===== config.mk =====
export PLATFORM = sky130hd
export DESIGN_NAME = current_balance
export DESIGN_NICKNAME = d
export VERILOG_FILES = /design/src/rtl/cb_pkg.sv /design/src/rtl/cb_capture.sv /design/src/rtl/cb_average.sv /design/src/rtl/cb_filter.sv /design/src/rtl/current_balance.sv
export SDC_FILE = /design/constraint.sdc
export NUM_CORES = 1
export LEC_CHECK = 0
export BUFFER_PORTS_ARGS = -buffer_cell sky130_fd_sc_hd__buf_2
export CAP_MARGIN = 15
export CORE_MARGIN = 2
export CORE_UTILIZATION = 65
export CTS_BUF_LIST = sky130_fd_sc_hd__clkbuf_4
export CTS_CLUSTER_SIZE = 24
export DETAILED_ROUTE_END_ITERATION = 16
export GPL_ROUTABILITY_DRIVEN = 0
export HOLD_SLACK_MARGIN = 0.03
export PLACE_DENSITY_LB_ADDON = 0.15
export SLEW_MARGIN = 20
export SYNTH_ARGS = -nofsm -noshare
export SYNTH_HDL_FRONTEND = slang
export SYNTH_HIERARCHICAL = 1
export SYNTH_SLANG_ARGS = --single-unit

===== constraint.sdc =====
create_clock -name clk -period 16.9 [get_ports clk]
set_clock_uncertainty 0.2 [all_clocks]
set_input_delay 5.07 -clock clk [delete_from_list [all_inputs] [get_ports clk]]
set_output_delay 5.07 -clock clk [all_outputs]
set_load 0.05 [all_outputs]

===== src/rtl/cb_pkg.sv =====
package cb_pkg;

   localparam int unsigned CB_MAX_CH = 4;

   function automatic logic [2:0] cb_count(input logic [1:0] sel);
      case (sel)
         2'b10:   return 3'd2;
         2'b11:   return 3'd3;
         default: return 3'd4;
      endcase
   endfunction

   function automatic logic [CB_MAX_CH-1:0] cb_mask(input logic [1:0] sel);
      case (sel)
         2'b10:   return 4'b0011;
         2'b11:   return 4'b0111;
         default: return 4'b1111;
      endcase
   endfunction

endpackage


===== src/rtl/cb_capture.sv =====
module cb_capture #(
   parameter int NCH = 4,
   parameter int SW  = 10
) (
   input  logic              clk,
   input  logic              rst_n,
   input  logic [NCH-1:0]    vld,
   input  logic [NCH*SW-1:0] din,
   input  logic [NCH-1:0]    mask,
   output logic [NCH*SW-1:0] smp,
   output logic              upd
);

   logic [NCH-1:0] got;
   logic [NCH-1:0] take;

   assign take = vld & mask;
   assign upd  = &(got | ~mask);

   always_ff @(posedge clk) begin
      if (!rst_n)   got <= '0;
      else if (upd) got <= take;
      else          got <= got | take;
   end

   generate
      for (genvar i = 0; i < NCH; i++) begin : g_ch
         logic [SW-1:0] smp_q;
         always_ff @(posedge clk) begin
            if (!rst_n)       smp_q <= '0;
            else if (take[i]) smp_q <= din[i*SW +: SW];
         end
         assign smp[i*SW +: SW] = smp_q;
      end
   endgenerate

   // a delivery flag stays set until an update consumes it
   assert_pending_kept_R3: assert property (@(posedge clk) disable iff (!rst_n)
      !upd |=> ((got & $past(got)) == $past(got)))
      else $error("pending flag lost without update");

   // inactive channels never raise a pending flag
   assert_inactive_silent_R8: assert property (@(posedge clk) disable iff (!rst_n)
      1'b1 |=> ((got & ~$past(mask)) == '0))
      else $error("inactive channel flagged");

endmodule


===== src/rtl/cb_average.sv =====
module cb_average #(
   parameter int NCH = 4,
   parameter int SW  = 10
) (
   input  logic              clk,
   input  logic              rst_n,
   input  logic [NCH*SW-1:0] smp,
   input  logic [NCH-1:0]    mask,
   input  logic [2:0]        cnt,
   output logic [SW-1:0]     avg
);

   localparam int SUMW = SW + $clog2(NCH);
   localparam int RS   = SUMW + 1;
   localparam int PW   = SUMW + RS;
   localparam logic [RS-1:0] RECIP = RS'(((1 << RS) + 2) / 3);

   logic [SUMW-1:0] sum;
   logic [SUMW-1:0] q;
   logic [PW-1:0]   prod;

   always_comb begin
      sum = '0;
      for (int i = 0; i < NCH; i++)
         if (mask[i]) sum = sum + SUMW'(smp[i*SW +: SW]);
   end

   assign prod = PW'(sum) * PW'(RECIP);

   always_comb begin
      case (cnt)
         3'd2:    q = sum >> 1;
         3'd3:    q = SUMW'(prod >> RS);
         default: q = sum >> 2;
      endcase
   end

   assign avg = SW'(q);

   // quotient is the floor of sum over count
   assert_exact_div_R4: assert property (@(posedge clk) disable iff (!rst_n)
      ((SUMW+1)'(avg) * (SUMW+1)'(cnt) <= (SUMW+1)'(sum)) &&
      ((SUMW+1)'(sum) - (SUMW+1)'(avg) * (SUMW+1)'(cnt) < (SUMW+1)'(cnt)))
      else $error("mean is not floor(sum/count)");

endmodule


===== src/rtl/cb_filter.sv =====
module cb_filter #(
   parameter int SW       = 10,
   parameter int CW       = 12,
   parameter int FSH      = 2,
   parameter int RAMP_MAX = 4095
) (
   input  logic          clk,
   input  logic          rst_n,
   input  logic          upd,
   input  logic          active,
   input  logic [SW-1:0] smp,
   input  logic [SW-1:0] avg,
   input  logic [CW-1:0] comp_in,
   output logic [CW-1:0] comp_out
);

   localparam int EW = SW + 1;
   localparam int DW = SW + 2;
   localparam int AW = CW + 2;

   logic signed [EW-1:0] err;
   logic signed [EW-1:0] f_q;
   logic signed [AW-1:0] adj;

   assign err = $signed({1'b0, smp}) - $signed({1'b0, avg});

   generate
      if (FSH == 0) begin : g_direct
         always_ff @(posedge clk) begin
            if (!rst_n)       f_q <= '0;
            else if (!active) f_q <= '0;
            else if (upd)     f_q <= err;
         end
      end else begin : g_iir
         logic signed [DW-1:0] diff;
         logic signed [DW-1:0] step;
         assign diff = $signed({err[EW-1], err}) - $signed({f_q[EW-1], f_q});
         assign step = diff >>> FSH;
         always_ff @(posedge clk) begin
            if (!rst_n)       f_q <= '0;
            else if (!active) f_q <= '0;
            else if (upd)     f_q <= f_q + EW'(step);
         end
      end
   endgenerate

   assign adj = $signed({2'b00, comp_in}) - $signed({{(AW-EW){f_q[EW-1]}}, f_q});

   always_comb begin
      if (adj < 0)                               comp_out = '0;
      else if (adj > $signed(AW'(RAMP_MAX)))     comp_out = CW'(RAMP_MAX);
      else                                       comp_out = adj[CW-1:0];
   end

   // output never exceeds the ramp ceiling
   assert_ramp_ceiling_R7: assert property (@(posedge clk) disable iff (!rst_n)
      comp_out <= CW'(RAMP_MAX))
      else $error("adjusted level above ramp maximum");

   // no filter movement outside an update
   assert_state_hold_R3: assert property (@(posedge clk) disable iff (!rst_n)
      (!upd && active) |=> $stable(f_q))
      else $error("filter moved without update");

endmodule


===== src/rtl/current_balance.sv =====
module current_balance #(
   parameter int NCH      = 4,
   parameter int SW       = 10,
   parameter int CW       = 12,
   parameter int FSH      = 2,
   parameter int RAMP_MAX = 4095
) (
   input  logic              clk,
   input  logic              rst_n,
   input  logic [1:0]        act_sel,
   input  logic [NCH-1:0]    smp_vld,
   input  logic [NCH*SW-1:0] smp_data,
   input  logic [CW-1:0]     comp_in,
   output logic [NCH*CW-1:0] comp_adj
);

   import cb_pkg::*;

   generate
      if (NCH != CB_MAX_CH) begin : g_bad_nch
         $error("NCH must equal 4");
      end
      if (CW < SW) begin : g_bad_cw
         $error("CW must be at least SW");
      end
      if (RAMP_MAX >= (1 << CW) || RAMP_MAX < 1) begin : g_bad_ramp
         $error("RAMP_MAX out of range for CW");
      end
      if (FSH < 0 || FSH > SW) begin : g_bad_fsh
         $error("FSH out of range");
      end
   endgenerate

   logic [NCH-1:0]    mask;
   logic [2:0]        cnt;
   logic [NCH*SW-1:0] smp;
   logic              upd;
   logic [SW-1:0]     avg;

   assign mask = NCH'(cb_mask(act_sel));
   assign cnt  = cb_count(act_sel);

   cb_capture #(.NCH(NCH), .SW(SW)) u_capture (
      .clk(clk), .rst_n(rst_n), .vld(smp_vld), .din(smp_data),
      .mask(mask), .smp(smp), .upd(upd)
   );

   cb_average #(.NCH(NCH), .SW(SW)) u_average (
      .clk(clk), .rst_n(rst_n), .smp(smp), .mask(mask), .cnt(cnt), .avg(avg)
   );

   generate
      for (genvar i = 0; i < NCH; i++) begin : g_chan
         cb_filter #(.SW(SW), .CW(CW), .FSH(FSH), .RAMP_MAX(RAMP_MAX)) u_filter (
            .clk(clk), .rst_n(rst_n), .upd(upd), .active(mask[i]),
            .smp(smp[i*SW +: SW]), .avg(avg), .comp_in(comp_in),
            .comp_out(comp_adj[i*CW +: CW])
         );
      end
   endgenerate

endmodule


==> flow_summary.ini, run 1 <==
[floorplan]
io_pins = 108
start_util_pct = 65.72
die_w_um = 162.9
core_sq_um = 24960
dieArea_sq_um = 26530
die_y_um = 162.9
num_rows = 58

[critical_path]
endpoint_kind = flip-flop
cp.required_ns = 17.17
critical_path_class = primary input to flip-flop
crit_arrival_ns = 16.28
crit_path_max_incr_delay_ns = 0.55
start_kind = primary input
worst_path_max_delay_cell = fa_1
cp_max_fo = 10
timing.critical_path.mode_cell = ha_1

[synth]
synth_edf_count = 0
synth_xor_xnor_area_share_pct = 7.992
netlist_instances = 2061
ys.warnings.count = 6
seq_area_frac_synth_pct = 10.74
synth_fa_ha_area_share_pct = 27.45
synth_top_family_by_area = adder cells
ys_ff_latch = 88
synth.distinct_cells = 111
mappedNetlistArea_sq_um = 16410
async_reset_ff_share_pct = 0
synth-simple-area-share_pct = 18.31
synth_compound_area_share_pct = 25.71
ys.flop_type = dfxtp_1
synthMuxAreaShare_pct = 3.264
avgSynthCellArea_sq_um = 7.961

[placed_design]
io_buffers = 107
dp_slack_ns = 0.3918
hpwl_um = 36020

[timing]
slew_headroom_pct = 23.08
fin_tns_setup_ns = 0
finalHoldViolations = 0
drv_slew = 0
fmax_mhz = 62.44
min_period_over_period_pct = 94.77
tightest_slew_ns = 1.142
worst_slack_ns = 0.8835
post-route-min-period_ns = 16.02
setup_violations = 0
rsz0062_at_grt = no

[routing]
routedWlPerCell_um = 17.24
drt_iter0_markers = 1532
wirelength_um = 43220
vias = 15090
first_pass_iters = 6
final_antenna_net_count = 0
vias_per_cell = 6.020
drc = 0

[final_layout]
drive_gt1_share_pct = 13.94
seq_area_sq_um = 1762
fin_nets = 2559
fill_cells = 2081
utilization_pct = 69.99
multi_input_area_sq_um = 13660
areaGrowthSynthToFinish_pct = 6.490

[power]
cellPowerDensity_nw_per_um2 = 117.7
leakage_nw = 8.203
ir_drop_mv = 0.2180

[clock_network]
clk_pin_slew_ns = 0.18
cts.path.max_buffers = 2
cts-htree-levels = 3
insertion_delay_ns = 0.51
clock-sinks = 88
numCtsBuffers = 9
cts_tree = built
cts_root_buf = clkbuf_4
ctsHoldBuffers = 0

[grt]
gr-total-overflow = 0
antenna_found_initial = 2
grt_pass1_vias = 14220
grt_pass1_wl_um = 70330
grt_max_degree = 59
grt_usage_pct = 32.90

[min_path]
worstHoldPathType = flip-flop to flip-flop

[run]
maxCapViolCount = 0

[outcome]
status = completed
==> area by class of cell <==
class | instances | area share (%)
Clock inverter | 7 | 0.4225
Tap cell | 330 | 2.363
Multi-Input combinational cell | 1724 | 78.18
Inverter | 224 | 4.812
Timing Repair Buffer | 122 | 3.710
Antenna cell | 3 | 0.04297
Clock buffer | 9 | 0.3867
Sequential cell | 88 | 10.08
==> sequential cells by signal, indices dropped and copies added (netlist names) <==
signal,cells
u_capture/g_ch.smp_q,40
g_chan.u_filter/f_q,44
u_capture/got,4
==> final timing paths <==
kind	endpoint	slack, ns	start	cells after the start
min	u_capture/g_ch[0].smp_q[7]	0.30	u_capture/g_ch[0].smp_q[7]	2
max reg2reg	g_chan[0].u_filter/f_q[10]	3.07	u_capture/g_ch[0].smp_q[1]	56
min reg2reg	u_capture/g_ch[0].smp_q[7]	0.30	u_capture/g_ch[0].smp_q[7]	2
max	g_chan[0].u_filter/f_q[10]	0.88	act_sel[0]	53
==> where the power goes <==
group | internal (mW) | total (mW) | switching [mW]
clock | 0.0351 | 0.129 | 0.0935
sequential | 0.218 | 0.233 | 0.0149
combinational | 0.697 | 1.69 | 0.998
==> per-layer routing <==
layer | vias up | wire, um | global-route usage (%)
met5 | - | 0 | 0
met4 | 0 | 1222 | 10.38
met3 | 81 | 2937 | 6.061
met2 | 493 | 19660 | 54.80
met1 | 7019 | 19400 | 43.17
li1 | 7498 | - | -
==> placed cells by master (no fill, tap or decap), types with 56 or more instances in the layout <==
cell,instances
ha_1,280
inv_1,223
nand2_1,169
nor2_1,151
a21oi_1,141
buf_2,107
xnor2_1,90
dfxtp_1,88
o21ai_0,76
a21o_1,57
xor2_1,56
==> per-stage QoR <==
stage          hold WS, ns  total power [mW]  area, sq um  cells
6_report            0.3010             2.056        17470   2507
2_1_floorplan       0.2524             1.553        16470   2078
5_1_grt             0.3263             2.278        17470   2507
4_1_cts             0.3017             2.042        17450   2504
3_5_place_dp        0.2803             1.904        17310   2488
3_3_place_gp        0.2761             1.845        17310   2488
==> critical path: cells and delay by family <==
| kind | cells | cell delay, ns |
|---|---|---|
| muxes | 1 | 0.19 |
| adders and majority gates | 10 | 3.61 |
| buffers and inverters | 7 | 0.70 |
| AOI/OAI and AO/OA | 20 | 4.20 |
| xor gates and xnor gates | 4 | 0.56 |
| and+or+nand+nor | 11 | 1.96 |
==> synth_stat cells, types with 7 or more instances <==
| cell | number | area (sq um) |
|---|---|---|
| ha_1 | 280 | 3503 |
| inv_1 | 223 | 837.1 |
| nand2_1 | 169 | 634.4 |
| nor2_1 | 151 | 566.8 |
| a21oi_1 | 141 | 705.7 |
| xnor2_1 | 90 | 788.3 |
| dfxtp_1 | 88 | 1762 |
| o21ai_0 | 76 | 380.4 |
| a21o_1 | 57 | 427.9 |
| xor2_1 | 56 | 490.5 |
| fa_1 | 50 | 1001 |
| nand3_1 | 39 | 195.2 |
| mux2i_1 | 37 | 370.4 |
| nor3_1 | 36 | 180.2 |
| and2_1 | 34 | 212.7 |
| nor2b_1 | 33 | 206.5 |
| nand2_2 | 31 | 193.9 |
| a21boi_2 | 30 | 337.8 |
| nand2b_1 | 24 | 150.1 |
| o21a_1 | 24 | 180.2 |
| a211oi_1 | 23 | 172.7 |
| or3_1 | 22 | 137.6 |
| a31oi_1 | 19 | 118.9 |
| o21bai_1 | 17 | 127.6 |
| clkbuf_1 | 16 | 60.06 |
| a21boi_1 | 14 | 105.1 |
| buf_2 | 14 | 70.07 |
| o311ai_0 | 13 | 113.9 |
| o31ai_1 | 13 | 97.59 |
| a31o_2 | 11 | 96.34 |
| o22ai_2 | 10 | 125.1 |
| and3_1 | 9 | 56.30 |
| o211ai_1 | 9 | 67.56 |
| mux2_2 | 8 | 90.09 |
| nand4_1 | 8 | 50.05 |
| nor4_1 | 8 | 50.05 |
| o21ai_1 | 8 | 40.04 |
| o22ai_1 | 8 | 50.05 |
| or2_2 | 8 | 50.05 |
| a41oi_1 | 7 | 61.31 |
==> what timing repair did <==
item | 4_1_cts | 5_1_grt
endpoints found under the setup margin | 0 | 3
gates resized for setup | 0 | 3
buffers inserted | 0 | 0
==> logic make-up (layout without fill, tap and decap cells) <==
group | count (synthesis) | in the layout
other | 1 | 21
xor gates and xnor gates | 148 | 148
DFF | 88 | 88
muxes | 49 | 49
buffers and inverters | 266 | 362
AOI/OAI and AO/OA | 572 | 572
adders and majority gates | 330 | 330
and+or+nand+nor | 607 | 607
Power figures use the tool's default switching activity.
==> inputs of run 2 (changes only) <==
CAP_MARGIN = unset   (was 15)
PLACE_DENSITY = 0.83   (was unset)
PLACE_DENSITY_LB_ADDON = unset   (was 0.15)
RECOVER_POWER = 25   (was unset)
==> flow_summary.ini, run 2 (synthesis gave the netlist of run 1 again) <==
[outcome]
status = finished, violations left
violations = max-capacitance violations, max-slew violations

[critical_path]
crit_path_max_incr_delay_ns = 0.55
critPathTopFamily = adder cells
cp_max_fo = 9
timing.critical_path.mode_cell = inv_1
worst_path_max_delay_cell = fa_1
start_kind = primary input
critical_path_class = primary input to flip-flop
path_buf_inv = 9
cp.required_ns = 17.09
endpoint_kind = flip-flop
crit_arrival_ns = 16.34

[power]
ir_drop_mv = 0.1530
cellPowerDensity_nw_per_um2 = 120.5
finalPower_mw = 2.095
leakage_nw = 8.174

[grt]
grt_max_degree = 52
grt_usage_pct = 32.82
grt_pass1_vias = 14740
grt_pass1_wl_um = 70610
gr-total-overflow = 0
antenna_found_initial = 1

[final_layout]
fill_cells = 2063
largest_reg_flops = 44
drive_gt1_share_pct = 12.71
utilization_pct = 69.62
fin_nets = 2557
reg_top3 = g_chan.u_filter/f_q x44, u_capture/g_ch.smp_q x40, u_capture/got x4
final_cell_mix = ha_1, inv_1, nand2_1
areaGrowthSynthToFinish_pct = 5.933
regMostFlops = g_chan.u_filter/f_q
final_common_cell = ha_1
fin_area_sq_um = 17380

[timing]
worst_slack_ns = 0.7550
slew_headroom_pct = -39.24
drv_slew = 52
tightest_slew_ns = 2.089
min_period_over_period_pct = 95.53
setup_violations = 0
fmax_mhz = 61.94
post-route-min-period_ns = 16.15
finalHoldViolations = 0

[placed_design]
hpwl_um = 36120
placed_area_sq_um = 17270
io_buffers = 107
dp_slack_ns = 0.01493

[floorplan]
start_util_pct = 65.72
num_rows = 58
dieArea_sq_um = 26530
die_y_um = 162.9
die_w_um = 162.9
core_sq_um = 24960
io_pins = 108

[clock_network]
clk_pin_slew_ns = 0.15
cts_tree = built
cts-htree-levels = 3
insertion_delay_ns = 0.50
clock-sinks = 88
cts_root_buf = clkbuf_4
numCtsBuffers = 9
cts.path.max_buffers = 2

[routing]
vias_per_cell = 6.129
drt_iter0_markers = 1205
wirelength_um = 43790
final_antenna_net_count = 0
drc = 0
routedWlPerCell_um = 17.49
vias = 15340
first_pass_iters = 8

[run]
maxCapViolCount = 1

[min_path]
worstHoldPathType = flip-flop to flip-flop
-- run 2: changes by cell type in the layout (fill, tap and decap cells not counted), moves of 2 or more --
| cell | delta |
|---|---|
| a21boi_0 | +30 |
| a21boi_2 | -29 |
| a21oi_1 | -4 |
| a21oi_2 | +4 |
| buf_4 | -3 |
| bufinv_16 | +2 |
| diode_2 | -2 |
| inv_8 | -2 |
| o21ai_0 | +2 |
| o21ai_1 | -2 |
-- run 2: path summary, 6_finish.rpt --
path                              start                          to  slack, ns  cells after the start
max reg2reg  u_capture/g_ch[0].smp_q[1]  g_chan[2].u_filter/f_q[10]       2.99                     54
min           g_chan[1].u_filter/f_q[8]   g_chan[1].u_filter/f_q[8]       0.33                      2
min reg2reg   g_chan[1].u_filter/f_q[8]   g_chan[1].u_filter/f_q[8]       0.33                      2
max                          act_sel[0]  g_chan[2].u_filter/f_q[10]       0.76                     53
-- run 2: what timing repair did --
action,in CTS,in global routing
endpoints found under the setup margin,0,13
setup buffers,0,3
resized for setup,0,8
hold endpoints to repair,0,0
hold buffers,0,0
-- run 2: report_power, final --
group	leakage [nW]	internal [mW]	switching (mW)	total, mW
sequential	0.716	0.218	0.0145	0.233
clock	0.0871	0.0615	0.0919	0.153
combinational	7.37	0.708	1.00	1.71
-- run 2: worst reg2reg max path: cells and delay by family, from the launching register on --
family / cells / cell delay (ns)
AOI/OAI and AO/OA: 23 / 5.57
xor gates and xnor gates: 3 / 0.47
adders and majority gates: 12 / 4.35
buffers and inverters: 4 / 0.24
DFF: 1 / 0.55
muxes: 3 / 0.53
and+or+nand+nor: 9 / 1.90
-- run 2: metal layers --
layer	GRT usage [%]	part of all wire, %	vias up	wire, um
li1	-	-	7499	-
met1	40.71	42	7139	18510
met5	0	0	-	0
met2	56.66	46	575	20310
met3	4.507	7.1	129	3123
met4	14.56	4.2	0	1849
-- run 2: cell type report --
class                      count  area, sq um  area share [%]
antenna                        1        2.502         0.01440
clock buffer                   9        67.56          0.3887
clock inverter                 7        102.6          0.5903
inverter                     224        840.8           4.838
multi-input combinational   1724        13560           78.04
sequential                    88         1762           10.14
tap                          330        412.9           2.376
timing repair buffer         120        629.4           3.621
-- run 2: stage by stage --
| stage | cells | hold slack [ns] | TNS [ns] |
|---|---|---|---|
| 2_1_floorplan | 2078 | 0.2524 | 0 |
| 3_3_place_gp | 2483 | 0.2828 | 0 |
| 3_5_place_dp | 2483 | 0.2962 | 0 |
| 4_1_cts | 2499 | 0.3179 | 0 |
| 5_1_grt | 2503 | 0.3499 | -0.007324 |
| 6_report | 2503 | 0.3296 | 0 |
